### src/rtl/addsub_pkg.sv
// Package: shared operation codes and flag bundle for the add/subtract unit.
// Assumes a two-bit operation field driven by the issuing decoder.
package addsub_pkg;

    typedef enum logic [1:0] {
        OP_ADD  = 2'b00,
        OP_ADDC = 2'b01,
        OP_SUB  = 2'b10,
        OP_NONE = 2'b11
    } arith_op_e;

    typedef struct packed {
        logic carry;
        logic ovf;
    } flag_pair_t;

endpackage

### src/rtl/addsub_operand_sel.sv
// Module: picks the second operand, either the register value or the
// immediate sign-extended to the data width.
// Assumes IMM_W <= DATA_W.
module addsub_operand_sel #(
    parameter int DATA_W = 32,
    parameter int IMM_W  = 16
) (
    input  logic [DATA_W-1:0] reg_val,
    input  logic [IMM_W-1:0]  imm_val,
    input  logic              use_imm,
    output logic [DATA_W-1:0] opnd_out
);
    localparam int EXT_W = DATA_W - IMM_W;

    logic [DATA_W-1:0] imm_ext;

    generate
        if (EXT_W > 0) begin : g_ext
            // Replicate the immediate's sign bit into the upper bits.
            assign imm_ext = {{EXT_W{imm_val[IMM_W-1]}}, imm_val};
        end else begin : g_same
            // Immediate already spans the data width.
            assign imm_ext = imm_val;
        end
    endgenerate

    // Operand multiplexer.
    assign opnd_out = use_imm ? imm_ext : reg_val;

endmodule

### src/rtl/addsub_core.sv
// Module: combinational add / add-with-carry / subtract datapath.
// Produces the result, the new carry/borrow and overflow bits, and an
// update enable that is high for arithmetic codes only.
module addsub_core
    import addsub_pkg::*;
#(
    parameter int DATA_W = 32
) (
    input  arith_op_e         op,
    input  logic [DATA_W-1:0] a,
    input  logic [DATA_W-1:0] b,
    input  logic              cy_in,
    output logic [DATA_W-1:0] result,
    output flag_pair_t        flags,
    output logic              upd_en
);
    localparam int MSB = DATA_W - 1;

    logic [DATA_W:0] ext;
    logic            cin_used;

    // Carry-in only participates in add with carry.
    assign cin_used = (op == OP_ADDC) && cy_in;

    // One extended-width adder/subtractor; the top bit is carry or borrow.
    always_comb begin
        ext         = '0;
        flags.carry = 1'b0;
        flags.ovf   = 1'b0;
        upd_en      = 1'b0;
        unique case (op)
            OP_ADD, OP_ADDC: begin
                ext         = {1'b0, a} + {1'b0, b} + {{DATA_W{1'b0}}, cin_used};
                flags.carry = ext[DATA_W];
                flags.ovf   = (a[MSB] == b[MSB]) && (ext[MSB] != a[MSB]);
                upd_en      = 1'b1;
            end
            OP_SUB: begin
                ext         = {1'b0, a} - {1'b0, b};
                flags.carry = ext[DATA_W];
                flags.ovf   = (a[MSB] != b[MSB]) && (ext[MSB] != a[MSB]);
                upd_en      = 1'b1;
            end
            default: begin
                ext = {1'b0, a} + {1'b0, b};
            end
        endcase
        result = ext[MSB:0];
    end

endmodule

### src/rtl/addsub_flag_reg.sv
// Module: status flag register and range-trap pulse generator.
// Flags load only on accepted arithmetic operations; the trap is a
// registered one-cycle pulse aligned with the flag update.
module addsub_flag_reg
    import addsub_pkg::*;
(
    input  logic       clk,
    input  logic       rst_n,
    input  logic       op_valid,
    input  logic       upd_en,
    input  flag_pair_t new_flags,
    input  logic       ove,
    output logic       carry_q,
    output logic       ovf_q,
    output logic       trap_q
);
    logic take;

    // An operation is taken when issued with an arithmetic code.
    assign take = op_valid && upd_en;

    // Flag storage and trap pulse, synchronous active-low reset.
    always_ff @(posedge clk) begin
        if (!rst_n) begin
            carry_q <= 1'b0;
            ovf_q   <= 1'b0;
            trap_q  <= 1'b0;
        end else begin
            trap_q <= take && ove && (new_flags.carry || new_flags.ovf);
            if (take) begin
                carry_q <= new_flags.carry;
                ovf_q   <= new_flags.ovf;
            end
        end
    end

    // a trap pulse is always accompanied by a set flag.
    assert_trap_has_flag_R8: assert property (@(posedge clk) disable iff (!rst_n)
        trap_q |-> (carry_q || ovf_q));

    // with no operation issued the flags hold and no trap follows.
    assert_idle_hold_R7: assert property (@(posedge clk) disable iff (!rst_n)
        !op_valid |=> ($stable({carry_q, ovf_q}) && !trap_q));

    // the enable gates the trap.
    assert_trap_needs_enable_R8: assert property (@(posedge clk) disable iff (!rst_n)
        (op_valid && !ove) |=> !trap_q);

endmodule

### src/rtl/addsub_flag_unit.sv
// Module: top of the add/subtract unit with carry, overflow and range trap.
// Assumes the core feeds the stored carry back on carry_in and samples
// result_o in the issue cycle; flags and trap appear after the next edge.
module addsub_flag_unit
    import addsub_pkg::*;
#(
    parameter int DATA_W = 32,
    parameter int IMM_W  = 16
) (
    input  logic              clk,
    input  logic              rst_n,
    input  logic              op_valid,
    input  logic [1:0]        op_sel,
    input  logic [DATA_W-1:0] opnd_a,
    input  logic [DATA_W-1:0] opnd_b,
    input  logic [IMM_W-1:0]  imm,
    input  logic              imm_sel,
    input  logic              carry_in,
    input  logic              ove_in,
    output logic [DATA_W-1:0] result_o,
    output logic              carry_o,
    output logic              ovf_o,
    output logic              range_trap_o
);
    arith_op_e         op;
    logic [DATA_W-1:0] b_sel;
    flag_pair_t        nxt_flags;
    logic              upd_en;

    // Decode the raw operation field.
    assign op = arith_op_e'(op_sel);

    addsub_operand_sel #(
        .DATA_W (DATA_W),
        .IMM_W  (IMM_W)
    ) u_opsel (
        .reg_val  (opnd_b),
        .imm_val  (imm),
        .use_imm  (imm_sel),
        .opnd_out (b_sel)
    );

    addsub_core #(
        .DATA_W (DATA_W)
    ) u_core (
        .op     (op),
        .a      (opnd_a),
        .b      (b_sel),
        .cy_in  (carry_in),
        .result (result_o),
        .flags  (nxt_flags),
        .upd_en (upd_en)
    );

    addsub_flag_reg u_flags (
        .clk       (clk),
        .rst_n     (rst_n),
        .op_valid  (op_valid),
        .upd_en    (upd_en),
        .new_flags (nxt_flags),
        .ove       (ove_in),
        .carry_q   (carry_o),
        .ovf_q     (ovf_o),
        .trap_q    (range_trap_o)
    );

    // the no-operation code leaves flags alone and never traps.
    assert_nop_no_effect_R9: assert property (@(posedge clk) disable iff (!rst_n)
        (op_valid && op_sel == 2'b11) |=> ($stable({carry_o, ovf_o}) && !range_trap_o));

    // no borrow when the first operand is not below the second.
    assert_sub_no_borrow_R4: assert property (@(posedge clk) disable iff (!rst_n)
        (op_valid && op_sel == 2'b10 && opnd_a >= b_sel) |=> !carry_o);

    // a wrapped add result implies a carry out.
    assert_add_wrap_carry_R1: assert property (@(posedge clk) disable iff (!rst_n)
        (op_valid && op_sel == 2'b00 && result_o < opnd_a) |=> carry_o);

    // operands of opposite sign can never overflow an add.
    assert_add_mixed_sign_R2: assert property (@(posedge clk) disable iff (!rst_n)
        (op_valid && op_sel == 2'b00 && (opnd_a[DATA_W-1] != b_sel[DATA_W-1])) |=> !ovf_o);

endmodule

### config.mk
export PLATFORM = sky130hd
export DESIGN_NAME = addsub_flag_unit
export DESIGN_NICKNAME = d
export VERILOG_FILES = /design/src/rtl/addsub_pkg.sv /design/src/rtl/addsub_operand_sel.sv /design/src/rtl/addsub_core.sv /design/src/rtl/addsub_flag_reg.sv /design/src/rtl/addsub_flag_unit.sv
export SDC_FILE = /design/constraint.sdc
export NUM_CORES = 1
export LEC_CHECK = 0
export BUFFER_PORTS_ARGS = -buffer_cell sky130_fd_sc_hd__buf_2
export CORE_MARGIN = 3
export CORE_UTILIZATION = 50
export CTS_BUF_LIST = sky130_fd_sc_hd__clkbuf_4 sky130_fd_sc_hd__clkbuf_8
export DETAILED_ROUTE_END_ITERATION = 8
export HOLD_SLACK_MARGIN = 0.02
export PLACE_DENSITY = 0.76
export SLEW_MARGIN = 20
export SYNTH_ARGS = -nofsm -noshare
export SYNTH_HDL_FRONTEND = slang
export SYNTH_SLANG_ARGS = --single-unit
### constraint.sdc
create_clock -name clk -period 5.8 [get_ports clk]
set_input_delay 1.16 -clock clk [delete_from_list [all_inputs] [get_ports clk]]
set_output_delay 1.16 -clock clk [all_outputs]
set_load 0.01 [all_outputs]
# Yosys cells after proc, flatten, opt, wreduce, memory -nomap -nowiden
# Cells that the tools add are included.
[classes]
addsub = 3
n_eq_ne = 6
muxes = 4
reduce_logical = 10
[op_table]
columns = ["op", "n"]
rows = [
  ["$pmux 32 s2", 1],
  ["$add 32x32->33", 1],
  ["$add 33x1->33", 1],
  ["$sub 32x32->33", 1],
  ["$mux 32", 1],
  ["$logic_and 1x1->1", 6],
  ["$pmux 2 s2", 1],
  ["$ne 1x1->1", 3],
  ["$reduce_or 3->1", 1],
  ["$eq 2x1->1 const B", 1],
  ["$eq 2x2->1 const B", 1],
  ["$logic_not 2->1", 1],
  ["$reduce_or 2->1", 1],
  ["$eq 1x1->1", 1],
  ["$logic_or 1x1->1", 1],
  ["$mux 1", 1],
]
[word_totals]
register_bits = 3
inputBits = 88
out_inout_bits = 35
word_cells = 26

# Logic depth before layout (Yosys ltp)
# Gate-level depths: netlist of the first run.
[depth]
word_depth = 8
ltp_mapped = 18
mapped_depth_nobuf = 15

# Cells and area by module
# A second synthesis of the first run with hierarchy kept.
[hier_totals]
cells_unflattened = 830
area_unflattened_um2 = 5749.3
[by_module_without_submodules]
columns = ["mod", "instances", "cells_per_inst", "area_each_um2", "seq_area_each_um2"]
rows = [
  ["addsub_core", 1, 782, 5089.9, 0.0],
  ["addsub_operand_sel", 1, 37, 549.3, 0.0],
  ["addsub_flag_reg", 1, 11, 110.1, 60.1],
]

# Worst setup path before layout of the first run
# OpenSTA, ideal clock, no wires.
[synth_timing]
path_type = "in2out"
startpoint = "in imm_sel"
endpoint = "out result_o[30]"
arrival_time_ns = 5.051
required_ns = 4.640
setup_slack_ns = -0.411
path_stages = 16
n_path_buf = 3
path_cell_list = "clkbuf_1 -> clkbuf_1 -> mux2i_1 -> ha_1 -> buf_4 -> nor2_1 -> nand2_1 -> a21oi_1 -> nor3_4 -> xnor2_1 -> or3_1 -> nor3b_2 -> nand3_2 -> or3_1 -> a31oi_1 -> o21ai_1"
[synth_via]
elab_chain_cells = 4
word_cells_on_any_way = 5
cone_classes = "add/sub: 3; mux: 2"
[synth_rtl]
columns = ["item", "line", "text"]
rows = [
  ["start, declared", "addsub_flag_unit.sv:17", "input logic imm_sel,"],
  ["$mux 32 *", "addsub_operand_sel.sv:28", "assign opnd_out = use_imm ? imm_ext : reg_val;"],
  ["$add 32x32->33", "addsub_core.sv:33", "ext = {1'b0, a} + {1'b0, b} + {{DATA_W{1'b0}}, cin_used};"],
  ["$add 33x1->33", "addsub_core.sv:33", ""],
  ["$pmux 32 s2 *", "addsub_core.sv:31", "unique case (op)"],
  ["end, declared", "addsub_flag_unit.sv:20", "output logic [DATA_W-1:0] result_o,"],
]
# Mark *: on every way between the ends. The rest lies on a longest branch, timed or not.

# Worst setup path after layout of the first run
[layout_timing]
startpoint = "in imm_sel"
endpoint = "out result_o[27]"
# The elaborated chain is that of the path after synthesis.

==> flow_metrics.env, run 1 <==
export IMPL_status="complete, but fails checks"
export IMPL_violations="setup timing"
export IMPL_maxCapViolations=0
export IMPL_final_cells=1247
export IMPL_slowest_stage="o31ai_1"
export IMPL_cts_sinks=3
export IMPL_syn_to_final_growth_pct=56.7
export IMPL_synth_top_family_by_area="compound AO/OA/AOI/OAI gates"
export IMPL_top_usage_layer="met2"
export IMPL_track_usage_pct=31.0
export IMPL_syn_avg_cell_area_um2=6.83
export IMPL_crit_fanout=7
export IMPL_required_ns=4.64
export IMPL_reg2reg_depth=2
export IMPL_path_clk_slew_ns=0.03
export IMPL_r2r_slack_ns=5.12
export IMPL_cp_startpoint="imm_sel"
export IMPL_routedWlPerCell_um=20.2
export IMPL_synth_simple_area_share_pct=25.6
export IMPL_synth_edf_count=0
export IMPL_worst_slack_ns=-0.565
export IMPL_synthesis_nets=962
export IMPL_die_w_um=111
export IMPL_synth_common_cells="82 x a21oi_1, 76 x nor2_1, 69 x inv_1"
export IMPL_cts_made_buffers=3
export IMPL_critical_path_class="in2out"
export IMPL_numPlacedInstances=1215
export IMPL_startpoint_type="input port"
export IMPL_antenna_left=0
export IMPL_worstMarginPinSlew_ns=1.07
export IMPL_synth_distinct_cells=96
export IMPL_synth_top_area_cell="ha_1"
export IMPL_initial_core_util_pct=52.4
export IMPL_critPathCaptureType="primary output"
export IMPL_clockBufferDepth=2
export IMPL_io_buffers=122
export IMPL_hold_class="reg2reg"
export IMPL_synth_flop_cell="dfxtp_1"
export IMPL_rsz0062_at_grt="true"
export IMPL_finalWirelength_um=25200
export IMPL_place_congestion=0.957
export IMPL_ys_ff_latch=3
export IMPL_syn_area_um2=5510
export IMPL_vias=8191
export IMPL_root_buffer="clkbuf_8"
export IMPL_overflow=0
export IMPL_fp_dieH_um=111
export IMPL_cp_arrival_ns=5.20
export IMPL_row_count=37
export IMPL_ios=123
export IMPL_timing_rr_end="u_flags.carry_q"
export IMPL_p_leak_nw=3.98
export IMPL_synth_adder_area_share_pct=15.7
export IMPL_core_area_um2=10500
export IMPL_synth_mux_area_share_pct=4.61
export IMPL_drt_iter0_drc=1037
export IMPL_finalCritPeriodShare_pct=110
export IMPL_setup_viol=18
export IMPL_min_period_ns=6.36
export IMPL_finalMaxSlewViolations=0
export IMPL_timing_fmax_mhz=157
export IMPL_synthArstFlopShare_pct=0
export IMPL_synth_xor_area_share_pct=9.54
export IMPL_grt_max_degree=34
export IMPL_diodes=0
export IMPL_hold_violations=0
export IMPL_cellPowerDensity_nw_per_um2=174
export IMPL_synth_cells=806
export IMPL_ys_seq_area_share_pct=1.09
export IMPL_crit_family="compound AO/OA/AOI/OAI gates"
export IMPL_ir_worst_vdd_v=0.000121
export IMPL_yosysWarnings=0
export IMPL_tns_ns=-6.34
export IMPL_grt_pass1_vias=6981
export IMPL_power_total_mw=1.50
export IMPL_die_area_um2=12300
export IMPL_setup_worst_path_end="result_o[27]"
export IMPL_critPathBufInv=4
export IMPL_insertion_delay_ns=0.22
export IMPL_r2r_start="u_flags.carry_q"
export IMPL_grt_pass1_wl_um=32700
export IMPL_skew_ns=0
export IMPL_synth_area_leaders="ha_1 15%, xnor2_1 8.0%, a21oi_1 7.5%, nor2_1 5.2%, o21ai_0 4.9%"
export IMPL_place_hpwl_um=16500
export IMPL_max_stage_delay_ns=0.87
export IMPL_drt_pass1_iterations=6
export IMPL_grtUsageMet2_pct=54.9
export IMPL_synth_compound_area_share_pct=34.8
export IMPL_drc=0
export IMPL_dpl_worst_slack_ns=-0.266
export IMPL_vias_per_cell=6.57
export IMPL_synth_top_area_share_pct=15.0
export IMPL_grt_met3_usage_pct=2.89
export IMPL_slew_headroom_pct=27.7
export IMPL_htree_num_levels=1
export IMPL_met1_usage_pct=39.7
export IMPL_worst_path_stages=16
export IMPL_grt_antenna_before_repair=0
export IMPL_nets=1268
export IMPL_synth_most_common_cell="a21oi_1"
export IMPL_cts_tree="built"
export IMPL_path_cells="buf_12 > bufbuf_16 > mux2i_4 > ha_4 > inv_2 > a21oi_1 > o31ai_1 > o311ai_4 > nand2_2 > xnor2_4 > a2111oi_4 > nand3_2 > or4_4 > mux2i_1 > o21ai_1 > buf_2"
export IMPL_drive_gt1_share_pct=45.4
## layout make-up
type | instances | area [µm²]
Multi-Input combinational cell | 689 | 5720
Timing Repair Buffer | 339 | 2340
Fill cell | 608 | 1880
Inverter | 76 | 285
Tap cell | 136 | 170
Sequential cell | 3 | 60.1
Clock buffer | 4 | 48.8
## cell families (layout without fill, tap and decap cells)
family	Yosys count	after routing
adder cells (fa/ha/maj)	68	68
XOR/XNOR	60	60
multiplexers	25	25
AND/OR/NAND/NOR	259	259
AO/OA/AOI/OAI	277	277
buffers and inverters	114	419
flip-flops	3	3
## tightest hold or removal path, cell delays in order, from the launching register on
cell	delay, ns
dfxtp_1	0.31
o21ai_0	0.09
a21oi_1	0.10
## flip-flops by register name (all words and copies together) (netlist names)
| name | flops |
|---|---|
| u_flags.ovf_q | 1 |
| u_flags.carry_q | 1 |
| u_flags.trap_q | 1 |
## cell usage in the layout, fill, tap and decap left out, types with 17 or more instances in the layout
master and count:
o21ai_0 41, a21o_1 17, nand2_1 52, xnor2_1 45, ha_1 53, buf_2 121, a21oi_1 67, inv_1 69
nor2_1 65, nor3_1 18, buf_4 207, nand3_1 17
## power breakdown
part	switching, mW	total [mW]	leakage, nW	internal (mW)
clock	0.0158	0.0675	0.0262	0.0517
sequential	0.000533	0.0228	0.0247	0.0223
combinational	0.771	1.41	3.93	0.638
total	0.788	1.50	3.98	0.712
## per-layer routing
layer  vias to the layer above  routed length (µm)
met1                      3752                9130
met4                         0                1990
met2                       688               11300
met5                         -                   0
met3                       202                2780
li1                       3549                   -
## worst min-delay path by stage
stage / startpoint / end / slack [ns] / cells past startpoint
6_report: u_flags.ovf_q / u_flags.ovf_q / 0.54 / 2
5_1_grt: u_flags.ovf_q / u_flags.ovf_q / 0.60 / 2
4_1_cts: u_flags.ovf_q / u_flags.ovf_q / 0.54 / 2
3_5_place_dp: u_flags.ovf_q / u_flags.ovf_q / 0.52 / 2
3_3_place_gp: u_flags.ovf_q / u_flags.ovf_q / 0.53 / 2
2_1_floorplan: u_flags.carry_q / u_flags.carry_q / 0.55 / 2
## through the flow
stage	instance area [µm²]	hold slack (ns)	utilization, %
final	8630	0.539	82.1
after global routing	8630	0.595	82.1
after CTS	7970	0.536	75.9
after detailed placement	7580	0.523	72.2
after global placement	7580	0.530	72.2
after floorplan	5540	0.555	-
## what timing repair did
action,in CTS,in global routing
hold buffers,0,0
endpoints found under the setup margin,15,19
gates resized for setup,45,117
cloned,1,0
pin swaps,22,33
buffers inserted,13,16
Power figures use the tool's default switching activity.
==> run 2: changes to the inputs <==
Settings changed: ABC_AREA set to 1, PLACE_DENSITY 0.76 to 0.74.
==> flow_metrics.env, run 2 <==
export IMPL_drive_gt1_share_pct=22.4
export IMPL_diodes=0
export IMPL_track_usage_pct=31.5
export IMPL_seq_power_share_pct=2.0
export IMPL_largestRegisters="u_flags.carry_q (1), u_flags.ovf_q (1), u_flags.trap_q (1)"
export IMPL_synth_simple_area_share_pct=47.8
export IMPL_cts_hold_buffers=0
export IMPL_p_leak_nw=4.23
export IMPL_worstMarginPinSlew_ns=0.892
export IMPL_synth_flop_cell="dfxtp_1"
export IMPL_grt_pass1_wl_um=37100
export IMPL_synth_adder_area_share_pct=13.3
export IMPL_top_usage_layer="met1"
export IMPL_p_int_mw=0.435
export IMPL_ys_seq_area_share_pct=0.919
export IMPL_drt_pass1_iterations=6
export IMPL_synth_top_family_by_area="simple AND/OR/NAND/NOR gates"
export IMPL_syn_area_um2=6530
export IMPL_synth_top_area_cell="nand2_1"
export IMPL_insertion_delay_ns=0.21
export IMPL_cts_made_buffers=3
export IMPL_startpoint_type="input port"
export IMPL_synth_most_common_cell="nand2_1"
export IMPL_setup_viol=0
export IMPL_clkPwrFrac_pct=5.6
export IMPL_pwr_share_comb_pct=92.4
export IMPL_r2r_slack_ns=5.13
export IMPL_synth_top_area_share_pct=18.6
export IMPL_tns_ns=0
export IMPL_io_buffers=122
export IMPL_critical_path_class="in2out"
export IMPL_final_common_cell="nand2_1"
export IMPL_place_hpwl_um=20400
export IMPL_met1_usage_pct=48.6
export IMPL_grt_antenna_before_repair=0
export IMPL_crit_fanout=7
export IMPL_power_total_mw=1.16
export IMPL_required_ns=4.64
export IMPL_synth_common_cells="323 x nand2_1, 225 x inv_1, 105 x nor2_1"
export IMPL_grt_max_degree=27
export IMPL_synth_distinct_cells=51
export IMPL_die_area_um2=14500
export IMPL_p_sw_mw=0.723
export IMPL_yosysWarnings=0
export IMPL_cp_arrival_ns=4.38
export IMPL_syn_avg_cell_area_um2=5.22
export IMPL_synth_mux_area_share_pct=0
export IMPL_swShare_pct=62.5
export IMPL_path_clk_slew_ns=0.03
export IMPL_skew_ns=0
export IMPL_layout_common_cells="321 x nand2_1, 224 x inv_1, 122 x buf_2"
export IMPL_drt_iter0_drc=847
export IMPL_min_period_ns=5.54
export IMPL_routedWlPerCell_um=15.3
export IMPL_cts_tree="built"
export IMPL_synth_xor_area_share_pct=1.19
export IMPL_hold_violations=0
export IMPL_holdPathStages=4
export IMPL_slew_headroom_pct=40.5
export IMPL_nets=1535
export IMPL_status="completed"
export IMPL_core_area_um2=12700
export IMPL_htree_num_levels=1
export IMPL_vias=8377
export IMPL_numPlacedInstances=1541
export IMPL_die_w_um=120
export IMPL_root_buffer="clkbuf_8"
export IMPL_maxCapViolations=0
export IMPL_fp_dieH_um=120
export IMPL_vias_per_cell=5.40
export IMPL_hold_start="u_flags.ovf_q"
export IMPL_place_congestion=1.00
export IMPL_timing_rr_end="u_flags.carry_q"
export IMPL_synth_compound_area_share_pct=18.8
export IMPL_synth_area_leaders="nand2_1 19%, inv_1 13%, ha_1 13%, nand3_1 7.0%, a21oi_1 6.7%"
export IMPL_grtUsageMet2_pct=47.8
export IMPL_initial_core_util_pct=51.3
export IMPL_synthArstFlopShare_pct=0
export IMPL_grt_met3_usage_pct=2.62
export IMPL_finalCritPeriodShare_pct=95.6
export IMPL_synthesis_nets=1407
export IMPL_hold_class="reg2reg"
export IMPL_synth_edf_count=0
export IMPL_drc=0
export IMPL_finalMaxSlewViolations=0
export IMPL_syn_to_final_growth_pct=15.4
export IMPL_ios=123
export IMPL_grt_pass1_vias=7422
export IMPL_final_cells=1550
export IMPL_reg2reg_depth=4
export IMPL_finalWirelength_um=23600
export IMPL_synth_cells=1251
export IMPL_cellPowerDensity_nw_per_um2=154
export IMPL_clockBufferDepth=2
export IMPL_r2r_start="u_flags.carry_q"
export IMPL_antenna_left=0
export IMPL_ir_worst_vdd_v=0.0000581
export IMPL_timing_fmax_mhz=180
export IMPL_dpl_worst_slack_ns=0.0705
export IMPL_critPathCaptureType="primary output"
export IMPL_cts_sinks=3
export IMPL_whs_endpoint="u_flags.ovf_q"
export IMPL_row_count=41
export IMPL_worst_slack_ns=0.257
export IMPL_ys_ff_latch=3
export IMPL_overflow=0
==> run 2: kinds of logic after synthesis <==
group | Yosys count
and+or+nand+nor | 668
buffers and inverters | 288
AOI/OAI and AO/OA | 216
adders and majority gates | 68
xor gates and xnor gates | 8
DFF | 3
==> run 2: worst max path at each step <==
stage,start,to,slack [ns],depth (start not counted)
after global routing,imm_sel,result_o[29],-0.03,27
after CTS,imm_sel,result_o[28],0.06,21
after global placement,imm_sel,result_o[23],0.12,18
after floorplan,imm_sel,result_o[20],0.46,21
final,imm_sel,result_o[30],0.26,25
after detailed placement,imm_sel,result_o[28],0.07,21
==> run 2: metrics by stage <==
stage | util, % | cell area, µm² | hold slack (ns)
3_5_place_dp | 58.0 | 7380 | 0.564
5_1_grt | 59.3 | 7540 | 0.604
4_1_cts | 58.4 | 7430 | 0.569
6_report | 59.3 | 7540 | 0.565
3_3_place_gp | 58.0 | 7380 | 0.554
2_1_floorplan | - | 6530 | 0.581
==> run 2: metal layers <==
layer / wire length (µm) / share of wire, %
met1: 11200 / 48
met2: 9830 / 42
met3: 2190 / 9.3
met4: 378 / 1.6
met5: 0 / 0
==> run 2: repair_timing <==
| action | in CTS | in global routing |
|---|---|---|
| hold endpoints to repair | 0 | 0 |
| endpoints found under the setup margin | 0 | 15 |
| resized for setup | 0 | 24 |
| buffers inserted | 0 | 5 |
==> run 2: area by class of cell <==
type | instances | area, µm²
tap | 172 | 215
inverter | 247 | 930
clock buffer | 4 | 48.8
timing repair buffer | 164 | 933
sequential | 3 | 60.1
fill | 1456 | 5180
multi-input combinational | 960 | 5350
==> run 2: power groups by stage <==
stage	clock network [mW]	logic, mW	registers, mW
floorplan	0	0.713	0.0237
global placement	0	1.02	0.0229
detailed placement	0	1.03	0.0229
CTS	0.0663	1.03	0.0227
global route	0.0669	1.18	0.0227
finish	0.0652	1.07	0.0226
==> run 2: critical path, stage by stage <==
cell and delay [ns]:
buf_2 0.13, inv_4 0.09, nand2_1 0.05, nand2_1 0.12
ha_2 0.21, inv_1 0.05, fa_1 0.38, inv_1 0.13
nand2_2 0.07, nand2_1 0.11, nand2_1 0.10, inv_1 0.10
nand2_1 0.07, nand3_2 0.18, nand2_1 0.13, nand3_1 0.08
nand2_1 0.11, nor2_1 0.22, nand2_1 0.08, nor2_1 0.13
nand3b_1 0.13, or2_0 0.21, nand3_1 0.07, o211ai_1 0.09
buf_2 0.18
